## src/rtl/paged_reg_pkg.sv

```systemverilog
package paged_reg_pkg;
   localparam int PRD_CH_W   = 2;
   localparam int PRD_NUM_CH = 1 << PRD_CH_W;
   localparam int PRD_SEL_W  = PRD_CH_W + 2;

   // Stored select fields; packed so that the channel field sits in the low bits,
   // page enable above it and broadcast at the top.
   typedef struct packed {
      logic                bcast;
      logic                page_en;
      logic [PRD_CH_W-1:0] ch;
   } prd_sel_t;
endpackage

```

## src/rtl/prd_page_select.sv

```systemverilog
module prd_page_select
   import paged_reg_pkg::*;
(
   input  logic                 clk,
   input  logic                 rst_n,
   input  logic                 load,
   input  logic [PRD_SEL_W-1:0] load_val,
   output prd_sel_t             sel
);
   always_ff @(posedge clk) begin
      if (!rst_n)
         sel <= '0;
      else if (load)
         sel <= prd_sel_t'(load_val);
   end
endmodule

```

## src/rtl/prd_addr_steer.sv

```systemverilog
module prd_addr_steer
   import paged_reg_pkg::*;
#(
   parameter int          ADDR_W   = 8,
   parameter int          DEPTH    = 16,
   parameter int          NUM_CH   = PRD_NUM_CH,
   parameter bit          BCAST_EN = 1'b1,
   parameter logic [ADDR_W-1:0] SEL_ADDR = '1
) (
   input  logic [ADDR_W-1:0] addr,
   input  logic              wr,
   input  prd_sel_t          sel,
   output logic              in_range,
   output logic              sel_we,
   output logic              shared_we,
   output logic [NUM_CH-1:0] ch_we
);
   assign in_range  = (32'(addr) < DEPTH);
   assign sel_we    = wr && (addr == SEL_ADDR);
   assign shared_we = wr && in_range && !sel.page_en;

   for (genvar c = 0; c < NUM_CH; c++) begin : g_ch
      if (BCAST_EN) begin : g_bc
         assign ch_we[c] = wr && in_range && sel.page_en &&
                           (sel.bcast || (sel.ch == PRD_CH_W'(c)));
      end else begin : g_nobc
         assign ch_we[c] = wr && in_range && sel.page_en &&
                           (sel.ch == PRD_CH_W'(c));
      end
   end
endmodule

```

## src/rtl/prd_reg_bank.sv

```systemverilog
module prd_reg_bank #(
   parameter int DATA_W = 8,
   parameter int DEPTH  = 16,
   localparam int IDX_W = $clog2(DEPTH)
) (
   input  logic              clk,
   input  logic              rst_n,
   input  logic              we,
   input  logic [IDX_W-1:0]  idx,
   input  logic [DATA_W-1:0] wdata,
   output logic [DATA_W-1:0] rdata
);
   logic [DATA_W-1:0] regs_q [DEPTH];

   always_ff @(posedge clk) begin
      if (!rst_n) begin
         for (int i = 0; i < DEPTH; i++) regs_q[i] <= '0;
      end else if (we) begin
         regs_q[idx] <= wdata;
      end
   end

   assign rdata = regs_q[idx];
endmodule

```

## src/rtl/prd_read_mux.sv

```systemverilog
module prd_read_mux
   import paged_reg_pkg::*;
#(
   parameter int DATA_W = 8,
   parameter int NUM_CH = PRD_NUM_CH
) (
   input  logic                          clk,
   input  logic                          rst_n,
   input  logic                          rd,
   input  logic                          in_range,
   input  prd_sel_t                      sel,
   input  logic [DATA_W-1:0]             shared_rdata,
   input  logic [NUM_CH-1:0][DATA_W-1:0] ch_rdata,
   output logic [DATA_W-1:0]             rdata
);
   logic [DATA_W-1:0] pick;

   always_comb begin
      if (!in_range)
         pick = '0;
      else if (sel.page_en)
         pick = ch_rdata[sel.ch];
      else
         pick = shared_rdata;
   end

   always_ff @(posedge clk) begin
      if (!rst_n)
         rdata <= '0;
      else if (rd)
         rdata <= pick;
   end
endmodule

```

## src/rtl/paged_reg_decoder.sv

```systemverilog
module paged_reg_decoder
   import paged_reg_pkg::*;
#(
   parameter int ADDR_W   = 8,
   parameter int DATA_W   = 8,
   parameter int DEPTH    = 16,
   parameter int NUM_CH   = PRD_NUM_CH,
   parameter bit BCAST_EN = 1'b1,
   localparam int IDX_W   = $clog2(DEPTH),
   localparam logic [ADDR_W-1:0] SEL_ADDR = '1
) (
   input  logic              clk,
   input  logic              rst_n,
   input  logic [ADDR_W-1:0] bus_addr,
   input  logic [DATA_W-1:0] bus_wdata,
   input  logic              bus_wr,
   input  logic              bus_rd,
   output logic [DATA_W-1:0] bus_rdata
);
   if (NUM_CH != PRD_NUM_CH) begin : g_bad_ch
      $error("NUM_CH must match the channel field width of the select register");
   end
   if (DATA_W < PRD_SEL_W) begin : g_bad_dw
      $error("DATA_W too narrow for the select fields");
   end
   if (DEPTH < 2 || DEPTH >= (1 << ADDR_W) - 1 || (1 << IDX_W) != DEPTH) begin : g_bad_depth
      $error("DEPTH must be a power of two below the select address");
   end

   prd_sel_t                      sel;
   logic                          in_range, sel_we, shared_we;
   logic [NUM_CH-1:0]             ch_we;
   logic [DATA_W-1:0]             shared_rdata;
   logic [NUM_CH-1:0][DATA_W-1:0] ch_rdata;
   logic [IDX_W-1:0]              idx;

   assign idx = bus_addr[IDX_W-1:0];

   prd_page_select u_sel (
      .clk      (clk),
      .rst_n    (rst_n),
      .load     (sel_we),
      .load_val (bus_wdata[PRD_SEL_W-1:0]),
      .sel      (sel)
   );

   prd_addr_steer #(
      .ADDR_W   (ADDR_W),
      .DEPTH    (DEPTH),
      .NUM_CH   (NUM_CH),
      .BCAST_EN (BCAST_EN),
      .SEL_ADDR (SEL_ADDR)
   ) u_steer (
      .addr      (bus_addr),
      .wr        (bus_wr),
      .sel       (sel),
      .in_range  (in_range),
      .sel_we    (sel_we),
      .shared_we (shared_we),
      .ch_we     (ch_we)
   );

   prd_reg_bank #(.DATA_W(DATA_W), .DEPTH(DEPTH)) u_shared (
      .clk   (clk),
      .rst_n (rst_n),
      .we    (shared_we),
      .idx   (idx),
      .wdata (bus_wdata),
      .rdata (shared_rdata)
   );

   for (genvar c = 0; c < NUM_CH; c++) begin : g_bank
      prd_reg_bank #(.DATA_W(DATA_W), .DEPTH(DEPTH)) u_ch (
         .clk   (clk),
         .rst_n (rst_n),
         .we    (ch_we[c]),
         .idx   (idx),
         .wdata (bus_wdata),
         .rdata (ch_rdata[c])
      );
   end

   prd_read_mux #(.DATA_W(DATA_W), .NUM_CH(NUM_CH)) u_rmux (
      .clk          (clk),
      .rst_n        (rst_n),
      .rd           (bus_rd),
      .in_range     (in_range),
      .sel          (sel),
      .shared_rdata (shared_rdata),
      .ch_rdata     (ch_rdata),
      .rdata        (bus_rdata)
   );
endmodule

```

## config.mk

```make
export PLATFORM = sky130hd
export DESIGN_NAME = paged_reg_decoder
export DESIGN_NICKNAME = d
export VERILOG_FILES = /design/src/rtl/paged_reg_pkg.sv /design/src/rtl/prd_page_select.sv /design/src/rtl/prd_addr_steer.sv /design/src/rtl/prd_reg_bank.sv /design/src/rtl/prd_read_mux.sv /design/src/rtl/paged_reg_decoder.sv
export SDC_FILE = /design/constraint.sdc
export NUM_CORES = 1
export LEC_CHECK = 0
export BUFFER_PORTS_ARGS = -buffer_cell sky130_fd_sc_hd__buf_2
export CAP_MARGIN = 5
export CORE_UTILIZATION = 40
export DETAILED_ROUTE_END_ITERATION = 8
export PLACE_DENSITY_LB_ADDON = 0.08
export SYNTH_ARGS = -nofsm -noshare
export SYNTH_HDL_FRONTEND = slang
export SYNTH_SLANG_ARGS = --single-unit
```

## constraint.sdc

```tcl
create_clock -name clk -period 3.48 [get_ports clk]
set_input_delay 0.348 -clock clk [delete_from_list [all_inputs] [get_ports clk]]
set_output_delay 0.348 -clock clk [all_outputs]
set_load 0.02 [all_outputs]
```

==> results of run 1 <==
[layout by cell type (no fill, tap or decap), types with 4 or more instances in the layout]
cell / netlist / layout
and2_1: 642 / 642
edfxtp_1: 640 / 640
buf_4: 14 / 156
mux4_2: 140 / 140
nor2_1: 92 / 92
o21ai_0: 91 / 88
clkbuf_16: 0 / 77
mux2i_1: 53 / 53
buf_2: 16 / 24
nand2_1: 23 / 23
clkbuf_1: 103 / 22
o22ai_1: 18 / 18
nor2b_1: 17 / 17
mux2_2: 17 / 17
mux4_1: 16 / 16
clkinv_1: 0 / 13
dfxtp_1: 12 / 12
buf_12: 0 / 11
clkinv_2: 0 / 10
nand3_1: 9 / 9
a21oi_1: 9 / 9
a211oi_1: 8 / 8
nand2b_1: 6 / 6
a221oi_1: 6 / 6
o21ai_2: 0 / 4
nand2_2: 4 / 4
inv_1: 4 / 4
or3_1: 4 / 4
a31oi_1: 4 / 4
o211a_1: 4 / 4
o311a_1: 4 / 4
[path summary, 6_finish.rpt]
check / end / slack, ps / from / depth (start not counted)
max reg2reg: g_bank[1].u_ch.regs_q[6][1]$_SDFFCE_PN0P_ / 890 / u_sel.sel[1]$_SDFFE_PN0P_ / 5
max: g_bank[1].u_ch.regs_q[6][1]$_SDFFCE_PN0P_ / 890 / u_sel.sel[1]$_SDFFE_PN0P_ / 5
min reg2reg: u_sel.sel[3]$_SDFFE_PN0P_ / 680 / u_sel.sel[3]$_SDFFE_PN0P_ / 2
min: u_rmux.rdata[7]$_SDFFE_PN0P_ / 260 / bus_rd / 4
[cells by family (layout without fill, tap and decap cells)]
logic type	count (synthesis)	count (layout)	synth area share [%]
AND/OR/NAND/NOR	817	817	16.0
flip-flops	652	652	64.0
multiplexers	226	226	14.1
AO/OA/AOI/OAI	163	163	3.25
buffers and inverters	159	329	2.66
other	0	1	0
[flip-flops by register name (all words and copies together), names as in the netlist]
signal              count
u_sel.sel               4
u_rmux.rdata            8
u_shared.regs_q       128
g_bank.u_ch.regs_q    512
[metal layers]
metal	vias to the layer above	part of all wire (%)	track usage, %
met5	-	0	0
li1	7718	-	-
met4	0	2.0	5.40
met2	461	47	35.3
met3	112	5.1	3.49
met1	9022	46	32.9
[synthesized netlist by cell type, types with 12 or more instances]
cell / count
edfxtp_1: 640
mux4_1: 16
buf_4: 14
nor2_1: 92
and2_1: 642
nand2_1: 23
o22ai_1: 18
mux2_2: 17
buf_2: 16
nor2b_1: 17
buf_6: 17
mux2i_1: 53
dfxtp_1: 12
mux4_2: 140
clkbuf_1: 103
o21ai_0: 91
[power groups by stage]
stage	logic (W)	registers [W]	clock network (W)
after floorplan	0.000711	0.00908	0
after global placement	0.00123	0.00912	0
after detailed placement	0.00124	0.00913	0
after CTS	0.00124	0.00897	0.00747
after global routing	0.00128	0.00899	0.00774
final	0.00122	0.00896	0.00731
[critical path: stages, from the launching register on]
cell and delay (ps):
dfxtp_1 600, nor2b_1 160, o21ai_2 840, buf_4 330
nor2_1 170, and2_1 220
[area by class of cell]
class                      instances  area share (%)
clock inverter                    29           0.506
multi-input combinational       1206            29.3
timing repair buffer             194            4.48
clock buffer                     102            5.92
antenna                            1         0.00723
tap                              969            3.50
inverter                           4          0.0434
sequential                       652            56.2
[through the flow]
step | cell area [um^2] | setup WS, ps | utilization, %
2_1_floorplan | 30400 | 994 | -
3_3_place_gp | 32400 | 586 | 43.3
3_5_place_dp | 32400 | 610 | 43.3
4_1_cts | 34600 | 879 | 46.3
5_1_grt | 34600 | 712 | 46.3
6_report | 34600 | 891 | 46.3
==> results by group, run 1 <==
Status
  – Status: complete, no violations

Power
  – NetSw: roughly 0.0040 W
  – VDD IR-drop max: between 0.0003 and 0.0004 V
  – Internal Power: between 0.01 and 0.015 W
  – Total Power Consumption: between 0.015 and 0.02 W
  – Sw frac: between 20% and 30%
  – Sequential share of power: around half
  – Logic pwr share: under 10%
  – PwrDens: between 500 and 600 mW/mm^2
  – Leak pwr: between 10 and 15 nW
  – Clock power share: 41.8%

Finish
  – Area occupied by multi-input gates: about 0.010 mm^2
  – Total Nets Final: 2152
  – Fin cells: around 3200
  – FF/Latch Area: between 0.015 and 0.02 mm^2
  – Area grow syn2layout: 13.9%
  – FILL cells: roughly 6600
  – Share of cells above drive strength 1: between 20% and 30%

Critical path
  – Setup crit start kind: flip-flop
  – Arrival @ worst endpoint: 2960 ps
  – Crit Path Max Fanout: 21
  – Required time worst endpoint: 3850 ps
  – Critical path class: reg -> reg
  – Endpoint class of the critical path: flip-flop

Place
  – Placed instance count: a little over 3000
  – Placer's final routability congestion estimate: 0.809
  – PortBufs: 27
  – HPWL after DPL: around 56000 um

GRT
  – Initial antenna violation count: 0
  – Number of global-route vias before repair: about 17000
  – Largest net degree at the start of global routing: 82
  – Remaining Overflow, GRT: 0
  – First-pass GRT wire length: ~130000 um
  – Total track usage: around 23%

STA
  – Hold slack: about 260 ps
  – Worst Skew: between 20 and 30 ps
  – Setup violations, final: 0
  – Final hold viol count: 0
  – Period utilisation layout: about three quarters
  – Relative slew slack: 28.8%
  – TNS Setup: 0 ps
  – Worst slew pin tran: ~1100 ps
  – Peak Freq: about 0.39 GHz
  – RSZ-0062 raised after global routing: false
  – Max Slew Vio Count: 0
  – Post-route minimum period: approximately 2600 ps

Clock network
  – Clk Tree Root Cell: clkbuf_16
  – CTS tree: done
  – Post-CTS Setup Bufs: 0
  – Post-CTS Resized: 0
  – CTS buffer count: 74
  – Clock latency on the worst-skew pair: 630 ps
  – CTS Buffer Depth: 3
  – Clk sink count: approximately 650
  – Clock transition at path regs: ~60 ps
  – Htree depth: 3
  – Cts hold-fix bufs: 0

Synth
  – Ys Warns: 0
  – Top cell type's share of synthesized area: 63.2%
  – FFs w/ async S/R, synth: 0%
  – Top_reg_cell synth: edfxtp_1
  – Dominant cell type by area after synthesis: edfxtp_1
  – Synth Register Bits: 652
  – Synth unique cells: between 50 and 60
  – Syn nets: 2037
  – Synth Instances: just over 2000
  – Post-synthesis sequential area ratio: 64.0%
  – Ranking of synthesized cells by area: edfxtp_1 63%, and2_1 13%, mux4_2 10%
  – Number of synthesized flops with an enable pin: 640
  – Mapped Area: approximately 0.03 mm^2
  – Synth Area per Inst: approximately 15 um^2

Die
  – Initial Utilization: 40.6%
  – Row cnt: 100
  – Die Area: approximately 0.077 mm^2
  – Die X-Extent: about 280 um
  – CORE AREA: between 0.07 and 0.08 mm^2
  – IO Count: 28
  – Die height: ~280 um

Drt
  – Initial DRC Count: approximately 1800
  – TritonRoute pass-1 iters: 8
  – Final wirelength: roughly 86000 um
  – WL/cell: ~27 um
  – Routed via count: ~17000
  – # DRC: 0
  – Vias per inst: roughly 5.5
  – ANT nets after route: 0

Hold path
  – Min-Delay Path Class: in -> reg

Job
  – Max-cap violations: 0
(Power assumes the default switching activity.)
==> inputs of run 2 (changes only) <==
==> constraint.sdc (replaced) <==
create_clock -name clk -period 2.2 [get_ports clk]
set_input_delay 0.22 -clock clk [delete_from_list [all_inputs] [get_ports clk]]
set_output_delay 0.22 -clock clk [all_outputs]
set_load 0.02 [all_outputs]
==> run 2 against run 1 <==
Net effect:
- total power up 70%
- global-route usage up 0.19 points
- worst setup slack worse by 850 ps
- critical path type unchanged
- largest cell class unchanged
==> results by group, run 2 (synthesis results as in run 1) <==
Drt
  – Final wirelength: 85800 um (-0.15%)
  – TritonRoute pass-1 iters: 7 (-1)
  – Initial DRC Count: 1691 (-3.9%)
  – Vias per inst: 5.36 (-2.3%)
  – WL/cell: 26.0 um (-4.4%)
  – # DRC: 0 (unchanged)
  – Routed via count: 17681 (+2.1%)
  – ANT nets after route: 0 (unchanged)

STA
  – Relative slew slack: 36.7% (+7.8 points)
  – Worst slew pin tran: 944 ps (-124 ps)
  – TNS Setup: 0 ps (unchanged)
  – Max Slew Vio Count: 0 (unchanged)
  – Period utilisation layout: 98.3% (+24 points)
  – Post-route minimum period: 2160 ps (-426 ps)
  – Setup violations, final: 0 (unchanged)
  – Worst Skew: 21.5 ps (-7.32 ps)
  – Final hold viol count: 0 (unchanged)
  – Peak Freq: 0.462 GHz (+20%)
  – Hold slack: 153 ps (-103 ps)

Place
  – PortBufs: 27 (unchanged)
  – Placed instance count: 3163 (+4.6%)
  – Placer's final routability congestion estimate: 0.849 (+5.0%)
  – HPWL after DPL: 57200 um (+2.7%)
  – Post-DP Area: 0.0337 mm^2 (+4.1%)

Clock network
  – Clock transition at path regs: 70 ps (about the same)
  – Clk Tree Root Cell: clkbuf_16
  – CTS buffer count: 75 (+1.4%)
  – Clk sink count: 652 (unchanged)
  – Post-CTS Setup Bufs: 0 (unchanged)
  – Clock latency on the worst-skew pair: 620 ps (about the same)
  – CTS Buffer Depth: 3 (unchanged)
  – CTS tree: done
  – Htree depth: 3 (unchanged)

Finish
  – Final Cell Area: 0.0364 mm^2 (+5.0%)
  – Most frequent cells in the layout: 642 x and2_1, 640 x edfxtp_1, 269 x buf_4
  – Max reg flops: 512 (unchanged)
  – Biggest register: g_bank.u_ch.regs_q
  – Area occupied by multi-input gates: 0.0102 mm^2 (about the same)
  – Area grow syn2layout: 19.6%
  – FF/Latch Area: 0.0195 mm^2 (about the same)
  – Top Registers: g_bank.u_ch.regs_q x512, u_shared.regs_q x128, u_rmux.rdata x8
  – Fin cells: 3299 (+4.5%)
  – FILL cells: 6423 (-2.0%)
  – Total Nets Final: 2290 (+6.4%)
  – Commonest non-fill, non-tap cell in the layout: and2_1
  – Share of cells above drive strength 1: 27.3% (+6.1 points)

Status
  – Status: complete, no violations

Die
  – Initial Utilization: 40.6% (unchanged)
  – Die X-Extent: 278 um (unchanged)
  – Die Area: 0.0771 mm^2 (unchanged)
  – IO Count: 28 (unchanged)
  – Row cnt: 100 (unchanged)
  – Die height: 278 um (unchanged)
  – CORE AREA: 0.0748 mm^2 (unchanged)

Power
  – NetSw: 0.00664 W (+65%)
  – PwrDens: 818 mW/mm^2 (+62%)
  – Sequential share of power: 47.7% (-3.5 points)
  – Logic pwr share: 7.2% (+0.2 points)
  – Internal Power: 0.0231 W (+71%)
  – Clock power share: 45.1% (+3.3 points)
  – Sw frac: 22.3% (-0.70 points)
  – VDD IR-drop max: 0.000639 V (+100%)
  – Leak pwr: 13.5 nW (+7.6%)

GRT
  – Initial antenna violation count: 3 (+3)
  – Largest net degree at the start of global routing: 88 (+7.3%)
  – Number of global-route vias before repair: 18277 (+5.7%)
  – First-pass GRT wire length: 127000 um (+1.3%)
  – Total track usage: 22.7% (+0.19 points)
  – Remaining Overflow, GRT: 0 (unchanged)

Critical path
  – Critical path class: reg -> reg
  – Arrival @ worst endpoint: 2670 ps (-290 ps)
  – Crit path launch: g_bank[0].u_ch.regs_q[1][5]$_SDFFCE_PN0P_
  – Worst R2R Start: g_bank[0].u_ch.regs_q[1][5]$_SDFFCE_PN0P_
  – Crit Path Max Fanout: 1 (-95%)
  – Max stage delay on crit path: 540 ps (-300 ps)
  – Setup crit start kind: flip-flop
  – Slowest-stage cell, CP: mux4_1
  – Endpoint class of the critical path: flip-flop
  – FF-to-FF path depth: 5 (unchanged)
  – Required time worst endpoint: 2710 ps (-1140 ps)
  – CP Cell Sequence: mux4_1 > mux4_2 > nor2_1 > a211oi_1 > o311a_1

Hold path
  – Hold Crit Start: bus_addr[0]
  – Hold path cells: 3 (-1)
  – Min-Delay Path Class: in -> reg

Job
  – Max-cap violations: 0 (unchanged)
run 2: cell count changes in the layout (fill, tap and decap cells not counted), sizes merged:
cell,change
buf,+137
clkbuf,-17
bufinv,+14
inv,+3
clkinv,+5
run 2: area by class of cell:
class / count / share of cell area, %
Inverter: 4 / 0.0413
Antenna cell: 1 / 0.00688
Multi-Input combinational cell: 1206 / 27.9
Sequential cell: 652 / 53.5
Tap cell: 969 / 3.33
Clock buffer: 85 / 5.44
Timing Repair Buffer: 331 / 7.91
Clock inverter: 51 / 1.81
run 2: power groups by stage:
| stage | Clock (W) | Combinational, W | Sequential [W] |
|---|---|---|---|
| floorplan | 0 | 0.00113 | 0.0144 |
| global placement | 0 | 0.00214 | 0.0144 |
| detailed placement | 0 | 0.00216 | 0.0144 |
| CTS | 0.0137 | 0.00217 | 0.0142 |
| global route | 0.0141 | 0.00226 | 0.0142 |
| finish | 0.0134 | 0.00213 | 0.0142 |
run 2: timing repair:
item,4_1_cts,5_1_grt
endpoints found under the hold margin,0,0
endpoints found under the setup margin,3,60
gates cloned,0,0
resized for setup,4,11
hold buffers,0,0
pin swaps,0,1
run 2: stage by stage:
| step | total power [W] | worst slack [ps] | utilization [%] |
|---|---|---|---|
| floorplan | 0.0155 | -155 | - |
| detailed placement | 0.0166 | -530 | 45.1 |
| global route | 0.0306 | -0.252 | 48.6 |
| global placement | 0.0166 | -506 | 45.1 |
| finish | 0.0297 | 37.6 | 48.6 |
| CTS | 0.0300 | 6.96 | 48.6 |
run 2: critical path: cells and delay by family, from the launching register on:
family / cells / cell delay [ps]
DFF: 1 / 370
AOI/OAI and AO/OA: 2 / 490
and+or+nand+nor: 1 / 140
muxes: 2 / 1050
run 2: path summary, 6_finish.rpt:
path                                        to  slack, ps
hold / removal    u_rmux.rdata[7]$_SDFFE_PN0P_        150
setup / recovery  u_rmux.rdata[5]$_SDFFE_PN0P_         40
hold reg to reg   u_rmux.rdata[3]$_SDFFE_PN0P_        640
setup reg to reg  u_rmux.rdata[5]$_SDFFE_PN0P_         40
run 2: metal layers:
metal | GRT usage [%] | routed length (um)
met1 | 32.2 | 38700
met2 | 36.1 | 40700
met3 | 3.65 | 4340
met4 | 6.57 | 2010
met5 | 0 | 0
